--- config.mk ---
export PLATFORM = sky130hd
export DESIGN_NAME = serialBankRegs
export DESIGN_NICKNAME = d
export VERILOG_FILES = /design/src/rtl/serialBankPkg.sv /design/src/rtl/serialShiftCtrl.sv /design/src/rtl/bankRegDatapath.sv /design/src/rtl/serialBankRegs.sv
export SDC_FILE = /design/constraint.sdc
export NUM_CORES = 1
export LEC_CHECK = 0
export BUFFER_PORTS_ARGS = -buffer_cell sky130_fd_sc_hd__buf_2
export CELL_PAD_IN_SITES_DETAIL_PLACEMENT = 1
export CELL_PAD_IN_SITES_GLOBAL_PLACEMENT = 1
export CORE_MARGIN = 2
export CORE_UTILIZATION = 38
export DETAILED_ROUTE_END_ITERATION = 10
export GPL_ROUTABILITY_DRIVEN = 0
export PLACE_DENSITY = 0.86
export SYNTH_ARGS = -nofsm -noshare
export SYNTH_HDL_FRONTEND = slang
export SYNTH_HIERARCHICAL = 1
export SYNTH_SLANG_ARGS = --single-unit
--- constraint.sdc ---
create_clock -name clk -period 2.5 [get_ports clk]
set_input_delay 0.25 -clock clk [delete_from_list [all_inputs] [get_ports clk]]
set_output_delay 0.25 -clock clk [all_outputs]
set_load 0.01 [all_outputs]
--- src/rtl/serialBankPkg.sv ---
package serialBankPkg;
  localparam int unsigned SB_REG_W  = 5;
  localparam int unsigned SB_NREGS  = 4;
  localparam int unsigned SB_CNT_W  = $clog2(SB_REG_W + 1);
  localparam int unsigned SB_IDX_W  = $clog2(SB_NREGS);
  localparam logic [SB_REG_W-1:0] SB_CTRL_RST = 5'h0C;

  typedef struct packed {
    logic                hardClr;
    logic                softRst;
    logic                shiftEn;
    logic                commit;
    logic [SB_CNT_W-1:0] bitPos;
    logic [SB_IDX_W-1:0] regIdx;
    logic                dataBit;
  } bankStrobeT;
endpackage

--- src/rtl/serialShiftCtrl.sv ---
module serialShiftCtrl
  import serialBankPkg::*;
#(
  parameter int unsigned REG_W = SB_REG_W
) (
  input  logic                clk,
  input  logic                rstN,
  input  logic                busWrEn,
  input  logic [SB_IDX_W-1:0] wrIdx,
  input  logic                wrAbort,
  input  logic                wrBit,
  input  logic                modeActive,
  input  logic                modeWrEn,
  input  logic                modeWrA0,
  output bankStrobeT          strb
);
  localparam logic [SB_CNT_W-1:0] LAST_POS = SB_CNT_W'(REG_W - 1);

  logic [SB_CNT_W-1:0] bitCnt;
  logic hardClr, wrLive, softRst, shiftEn, commit;

  // mode write with A0 outranks any data write in the same cycle
  assign hardClr = modeWrEn && modeWrA0;
  assign wrLive  = busWrEn && modeActive && !hardClr;
  assign softRst = wrLive && wrAbort;
  assign shiftEn = wrLive && !wrAbort;
  assign commit  = shiftEn && (bitCnt == LAST_POS);

  always_ff @(posedge clk) begin
    if (!rstN)                          bitCnt <= '0;
    else if (hardClr || softRst || commit) bitCnt <= '0;
    else if (shiftEn)                   bitCnt <= bitCnt + 1'b1;
  end

  always_comb begin
    strb.hardClr = hardClr;
    strb.softRst = softRst;
    strb.shiftEn = shiftEn;
    strb.commit  = commit;
    strb.bitPos  = bitCnt;
    strb.regIdx  = wrIdx;
    strb.dataBit = wrBit;
  end
endmodule

--- src/rtl/bankRegDatapath.sv ---
module bankRegDatapath
  import serialBankPkg::*;
#(
  parameter int unsigned REG_W = SB_REG_W,
  parameter int unsigned NREGS = SB_NREGS
) (
  input  logic             clk,
  input  logic             rstN,
  input  bankStrobeT       strb,
  output logic             prgIs32k,
  output logic [2:0]       prg32kBank,
  output logic [3:0]       prgLoBank,
  output logic [3:0]       prgHiBank,
  output logic             patIs4k,
  output logic [3:0]       pat8kBank,
  output logic [REG_W-1:0] patLoBank,
  output logic [REG_W-1:0] patHiBank,
  output logic [1:0]       mirrorSel
);
  localparam int unsigned BUF_W   = REG_W - 1;
  localparam int unsigned PRG_IDX = NREGS - 1;

  logic [BUF_W-1:0] shiftBuf;
  logic [REG_W-1:0] commitVal;
  logic [NREGS-1:0][REG_W-1:0] regVec;

  assign commitVal = {strb.dataBit, shiftBuf};

  always_ff @(posedge clk) begin
    if (!rstN) shiftBuf <= '0;
    else if (strb.hardClr || strb.softRst || strb.commit) shiftBuf <= '0;
    else if (strb.shiftEn) begin
      for (int i = 0; i < BUF_W; i++)
        if (strb.bitPos == SB_CNT_W'(i)) shiftBuf[i] <= strb.dataBit;
    end
  end

  for (genvar g = 0; g < NREGS; g++) begin : gReg
    localparam logic [REG_W-1:0] RST_VAL = (g == 0) ? SB_CTRL_RST : '0;
    logic [REG_W-1:0] q;
    always_ff @(posedge clk) begin
      if (!rstN) q <= RST_VAL;
      else if (strb.hardClr) begin
        if (g == 0)            q <= SB_CTRL_RST;
        else if (g == PRG_IDX) q <= '0;
      end else if (strb.softRst && g == 0) q <= q | SB_CTRL_RST;
      else if (strb.commit && strb.regIdx == SB_IDX_W'(g)) q <= commitVal;
    end
    assign regVec[g] = q;
  end

  logic [REG_W-1:0] ctrlR, patLoR, patHiR, prgR;
  logic [3:0] prgBank;
  assign ctrlR   = regVec[0];
  assign patLoR  = regVec[1];
  assign patHiR  = regVec[2];
  assign prgR    = regVec[PRG_IDX];
  assign prgBank = prgR[3:0];

  logic unusedPrgTop;
  assign unusedPrgTop = prgR[REG_W-1];

  always_comb begin
    prgIs32k   = !ctrlR[3];
    prg32kBank = prgBank[3:1];
    if (!ctrlR[3]) begin
      prgLoBank = {prgBank[3:1], 1'b0};
      prgHiBank = {prgBank[3:1], 1'b1};
    end else if (ctrlR[2]) begin
      prgLoBank = prgBank;
      prgHiBank = 4'hF;
    end else begin
      prgLoBank = 4'h0;
      prgHiBank = prgBank;
    end
    patIs4k   = ctrlR[4];
    pat8kBank = patLoR[REG_W-1:1];
    if (ctrlR[4]) begin
      patLoBank = patLoR;
      patHiBank = patHiR;
    end else begin
      patLoBank = {patLoR[REG_W-1:1], 1'b0};
      patHiBank = {patLoR[REG_W-1:1], 1'b1};
    end
    mirrorSel = ctrlR[1:0];
  end
endmodule

--- src/rtl/serialBankRegs.sv ---
module serialBankRegs
  import serialBankPkg::*;
(
  input  logic        clk,
  input  logic        rstN,
  input  logic        busWrEn,
  input  logic [15:0] busAddr,
  input  logic [7:0]  busData,
  input  logic [1:0]  modeSel,
  input  logic        modeWrEn,
  input  logic        modeWrA0,
  output logic        prgIs32k,
  output logic [2:0]  prg32kBank,
  output logic [3:0]  prgLoBank,
  output logic [3:0]  prgHiBank,
  output logic        patIs4k,
  output logic [3:0]  pat8kBank,
  output logic [4:0]  patLoBank,
  output logic [4:0]  patHiBank,
  output logic [1:0]  mirrorSel
);
  bankStrobeT strb;

  logic unusedInBits;
  assign unusedInBits = ^{busAddr[15], busAddr[12:0], busData[6:1], modeSel[0]};

  serialShiftCtrl #(.REG_W(SB_REG_W)) uCtrl (
    .clk(clk), .rstN(rstN), .busWrEn(busWrEn),
    .wrIdx(busAddr[14:13]), .wrAbort(busData[7]), .wrBit(busData[0]),
    .modeActive(modeSel[1]), .modeWrEn(modeWrEn), .modeWrA0(modeWrA0),
    .strb(strb)
  );

  bankRegDatapath #(.REG_W(SB_REG_W), .NREGS(SB_NREGS)) uData (
    .clk(clk), .rstN(rstN), .strb(strb),
    .prgIs32k(prgIs32k), .prg32kBank(prg32kBank),
    .prgLoBank(prgLoBank), .prgHiBank(prgHiBank),
    .patIs4k(patIs4k), .pat8kBank(pat8kBank),
    .patLoBank(patLoBank), .patHiBank(patHiBank),
    .mirrorSel(mirrorSel)
  );
endmodule

==> Word-level counts from Yosys, hierarchy flattened <==
Index checks and enable logic that the tools add are counted.
{ "classes": {"eq_ne": 7, "n_addsub": 1, "n_mux": 6, "bitwise": 3, "n_reduce_logical": 27} }
{ "ops": {"columns": ["cell", "count"], "rows": [
  ["$mux 4", 4],
  ["$reduce_and 2->1", 7],
  ["$logic_and 1x1->1", 10],
  ["$eq 3x2->1 const B", 2],
  ["$mux 5", 1],
  ["$eq 2x2->1 const B", 2],
  ["$reduce_or 2->1", 2],
  ["$add 3x1->3 const B", 1],
  ["$eq 3x1->1 const B", 1],
  ["$eq 3x3->1 const B", 1],
  ["$logic_not 1->1", 3],
  ["$logic_not 3->1", 1],
  ["$not 1->1", 3],
  ["$reduce_or 3->1", 1],
  ["$eq 2x1->1 const B", 1],
  ["$logic_not 2->1", 1],
  ["$logic_or 1x1->1", 2],
  ["$mux 1", 1]
]} }
{ "word_totals": {"regBits": 26, "word_cells": 54, "input_bits": 31, "out_inout_bits": 29} }

==> Depth between registers and ports, before layout <==
{ "depth": {"word_depth": 7, "depth_mapped": 9, "depth_no_buf": 7} }

==> Hierarchy <==
The synthesis kept the hierarchy.
{ "modules_own_cells": {"columns": ["module", "cells_per_inst", "area_per_inst_um2", "instances", "seq_area_each_um2"], "rows": [
  ["bankRegDatapath", 116, 1188.6, 1, 460.4],
  ["serialShiftCtrl", 35, 279.0, 1, 60.1]
]} }

==> Worst setup path before layout <==
OpenSTA, ideal clock, no wires.
{ "synth_path": {"path_kind": "register -> register", "start": "register uCtrl.bitCnt[0]", "end": "register uData.gReg[0].q[2], in the netlist uData/ctrlR[2]", "stages_incl_launch_ff": 9, "synth_period_minus_slack_ns": 1.661, "slack_ns": 0.839, "arrival_time_ns": 1.543, "path_buffers": 1, "t_required_ns": 2.382, "setup_time_ns": 0.118, "path_cell_list": "dfxtp_1 > inv_1 > ha_1 > nand2_1 > nor4_1 > buf_4 > nor3b_1 > mux2i_1 > nand2_1"} }
{ "synth_between": {"elab_chain_cells": 3} }
{ "synth_rtl": {"columns": ["element", "line_no", "text"], "rows": [
  ["start, declared", "serialShiftCtrl.sv:19", "logic [SB_CNT_W-1:0] bitCnt;"],
  ["start signal, assigned", "serialShiftCtrl.sv:32", "else if (shiftEn) bitCnt <= bitCnt + 1'b1;"],
  ["$eq 3x3->1", "serialShiftCtrl.sv:27", "assign commit = shiftEn && (bitCnt == LAST_POS);"],
  ["$logic_and 1x1->1", "serialShiftCtrl.sv:27", null],
  ["net uCtrl.commit", "serialShiftCtrl.sv:20", "logic hardClr, wrLive, softRst, shiftEn, commit;"],
  ["$logic_and 1x1->1", "bankRegDatapath.sv:47", "else if (strb.commit && strb.regIdx == SB_IDX_W'(g)) q <= commitVal;"],
  ["end signal, assigned", "bankRegDatapath.sv:46", "end else if (strb.softRst && g == 0) q <= q | SB_CTRL_RST;"],
  ["end signal, assigned", "bankRegDatapath.sv:47", null],
  ["end, declared", "bankRegDatapath.sv:40", "logic [REG_W-1:0] q;"]
]} }
The timed path passes the listed nets, and every way through them passes these cells.
A chain may end at the register's enable or synchronous reset.

==> impl_metrics.yaml <==
synth:
  synth_edf_count: 0
  yosys-top-cells-area: "dfxtp_1 35%, mux2i_1 15%, buf_4 10%"
  synthAdderAreaFrac_pct: 1.71
  async_flop_share_pct: 0
  yosysTopAreaCell: "dfxtp_1"
  post_synth_num_cell_types: 41
  synth-xor-area-share_pct: 0
  synth_area_um2: 1470
  yosysWarnings: 6
  synth_top_family_by_area: "simple AND/OR/NAND/NOR gates"
  syn_area_per_cell_um2: 9.72
  synth_top_area_share_pct: 35.5
  muxShareOfSynthArea_pct: 18.1
  synth_nets: 184
  synth_compound_gate_area_share_pct: 4.18
  synthSimpleGateAreaFrac_pct: 26.2
  synthCells: 151
  ys_seq_area_share_pct: 35.5
  ys.flop_type: "dfxtp_1"
  ys_seq_elements: 26
global_routing:
  grt_pass1_wl_um: 5090
  grt_max_degree: 16
  grt_use_total_pct: 15.0
  antenna_found_initial: 0
  grt_pass1_vias: 1076
  gr-total-overflow: 0
clock_tree:
  insertion_delay_ps: 270
  ctsHoldBuffers: 0
  clock_sinks: 26
  cts_resized: 0
  h-tree-depth: 1
  numCtsBuffers: 3
  cts_max_path_buffers: 2
  cts_root_buffer: "clkbuf_8"
  path_clk_slew_ps: 90
  post-cts-setup-buffer-count: 0
  cts_tree: "built"
setup_path:
  slowest_delay_ps: 420
  cp_data_required_time_ps: 2670
  crit_buf_inv: 2
  cp_slowest_cell: "and4bb_1"
  start_kind: "register"
  end_kind: "register"
  path_cells: "inv_1 > ha_1 > nand2_1 > nor4_1 > buf_4 > and4bb_1 > mux2i_1 > nor2b_1"
  path_class: "register to register"
  cp_max_fo: 8
  path_delay_family: "simple AND/OR/NAND/NOR gates"
  worstPathArrival_ps: 2100
run_status:
  status: "complete, no violations"
route:
  viasPerCell: 4.92
  vias: 1068
  ant_nets: 0
  drt-initial-drc-count: 15
  wl_um: 2980
  drc: 0
  wl_per_cell_um: 13.8
  firstDrtPassIters: 4
finish:
  area_growth_pct: 9.29
  final_cell_mix: "38 x buf_2, 26 x dfxtp_1, 22 x mux2i_1, 13 x nor2_1, 10 x nor2b_1"
  final_nets: 203
  drive_above_1_share_pct: 34.3
  final_common_cell: "buf_2"
  antenna_cells: 0
die:
  die_y_um: 66.1
  initial_utilization_pct: 39.8
  io_pins: 60
  core_um2: 3690
  rows: 22
  die-area_um2: 4380
  die_x_um: 66.1
sta:
  slew_viol_final: 0
  max_clock_freq_mhz: 520
  fin_tns_setup_ps: 0
  rsz0062_at_grt: "no"
  worst_pin_slew_ps: 500
  post-route-period-util_pct: 77.0
  worst_clock_skew_ps: 3.36
  slew_headroom_pct: 66.4
  hold_ws_ps: 323
  setup_viol: 0
  hold_violations: 0
  fin_crit_ps: 1920
job:
  maxCapViolations: 0
power:
  leakagePower_nw: 0.687
  power-per-cell-area_nw_per_um2: 504
  ir_worst_vdd_mv: 0.332
worst_hold_path:
  hold_path.class: "input pin to register"
place:
  io_buffers: 38
  place_hpwl_um: 2280
-- worst reg2reg max path: stages (launching register included) --
cell and delay [ps]:
dfxtp_1 400, inv_1 90, ha_1 160, nand2_1 100
nor4_1 180, buf_4 180, and4bb_1 430, mux2i_1 240
nor2b_1 60
-- final timing paths --
kind	startpoint	to	slack, ps	cells past startpoint
worst max register to register	uCtrl/bitCnt[0]	uData/gReg[1].q[2]	580	8
worst max-delay path	uCtrl/bitCnt[0]	uData/gReg[1].q[2]	580	8
worst min register to register	uData/gReg[1].q[0]	uData/gReg[1].q[0]	520	2
worst min-delay path	modeWrA0	uCtrl/bitCnt[0]	320	4
-- sequential cells by signal (all words and copies together), names as in the netlist --
signal,cells
uData/ctrlR,5
uData/gReg.q,14
uCtrl/bitCnt,3
uData/shiftBuf,4
-- stage by stage --
stage               setup WS [ps]  utilization [%]  area, µm²  power (mW)  std cells
global placement              619             41.6       1530       0.467        213
detailed placement            537             41.6       1530       0.470        213
finish                        576             43.5       1600       0.808        217
floorplan                     839                -       1470       0.461        151
global route                  345             43.5       1600       0.842        217
CTS                           526             43.5       1600       0.821        217
-- cell type report --
class	instances	area [µm²]
fill	450	2080
multi-input combinational	95	736
sequential	26	520
timing repair buffer	39	198
tap	48	60.1
clock buffer	3	41.3
clock inverter	1	30.0
inverter	5	18.8
-- cells in the mapped netlist (all sizes together), types with 2 or more instances --
| library cell | n |
|---|---|
| inv | 5 |
| mux2i | 22 |
| nand2b | 6 |
| clkbuf | 2 |
| nor2b | 10 |
| o21ai | 2 |
| nand2 | 6 |
| nand4 | 3 |
| buf | 23 |
| mux2 | 4 |
| and4bb | 2 |
| nor2 | 13 |
| dfxtp | 26 |
| o211ai | 2 |
| nor4bb | 2 |
| nor3 | 2 |
| and2 | 5 |
| ha | 2 |
| nor4b | 2 |
-- where the power goes --
group / total, mW / switching (mW) / internal, mW
clock network: 0.348 / 0.134 / 0.214
logic: 0.0438 / 0.0266 / 0.0172
registers: 0.416 / 0.00152 / 0.415
total: 0.808 / 0.162 / 0.646
-- metal layers --
layer | vias to the layer above | track usage (%) | share of wire [%] | wire length, µm
met5 | - | 0 | 0 | 0
met4 | 0 | 3.32 | 0.50 | 15
met3 | 2 | 3.58 | 6.3 | 187
met2 | 31 | 25.6 | 48 | 1430
met1 | 508 | 18.9 | 45 | 1350
li1 | 527 | - | - | -
-- cell families (layout without fill, tap and decap cells) --
group                    count (synthesis)  after routing
adder cells (fa/ha/maj)                  2              2
AND/OR/NAND/NOR                         59             59
flip-flops                              26             26
buffers and inverters                   30             48
multiplexers                            26             26
AO/OA/AOI/OAI                            8              8
No activity file was read; power rests on OpenSTA's default activity.
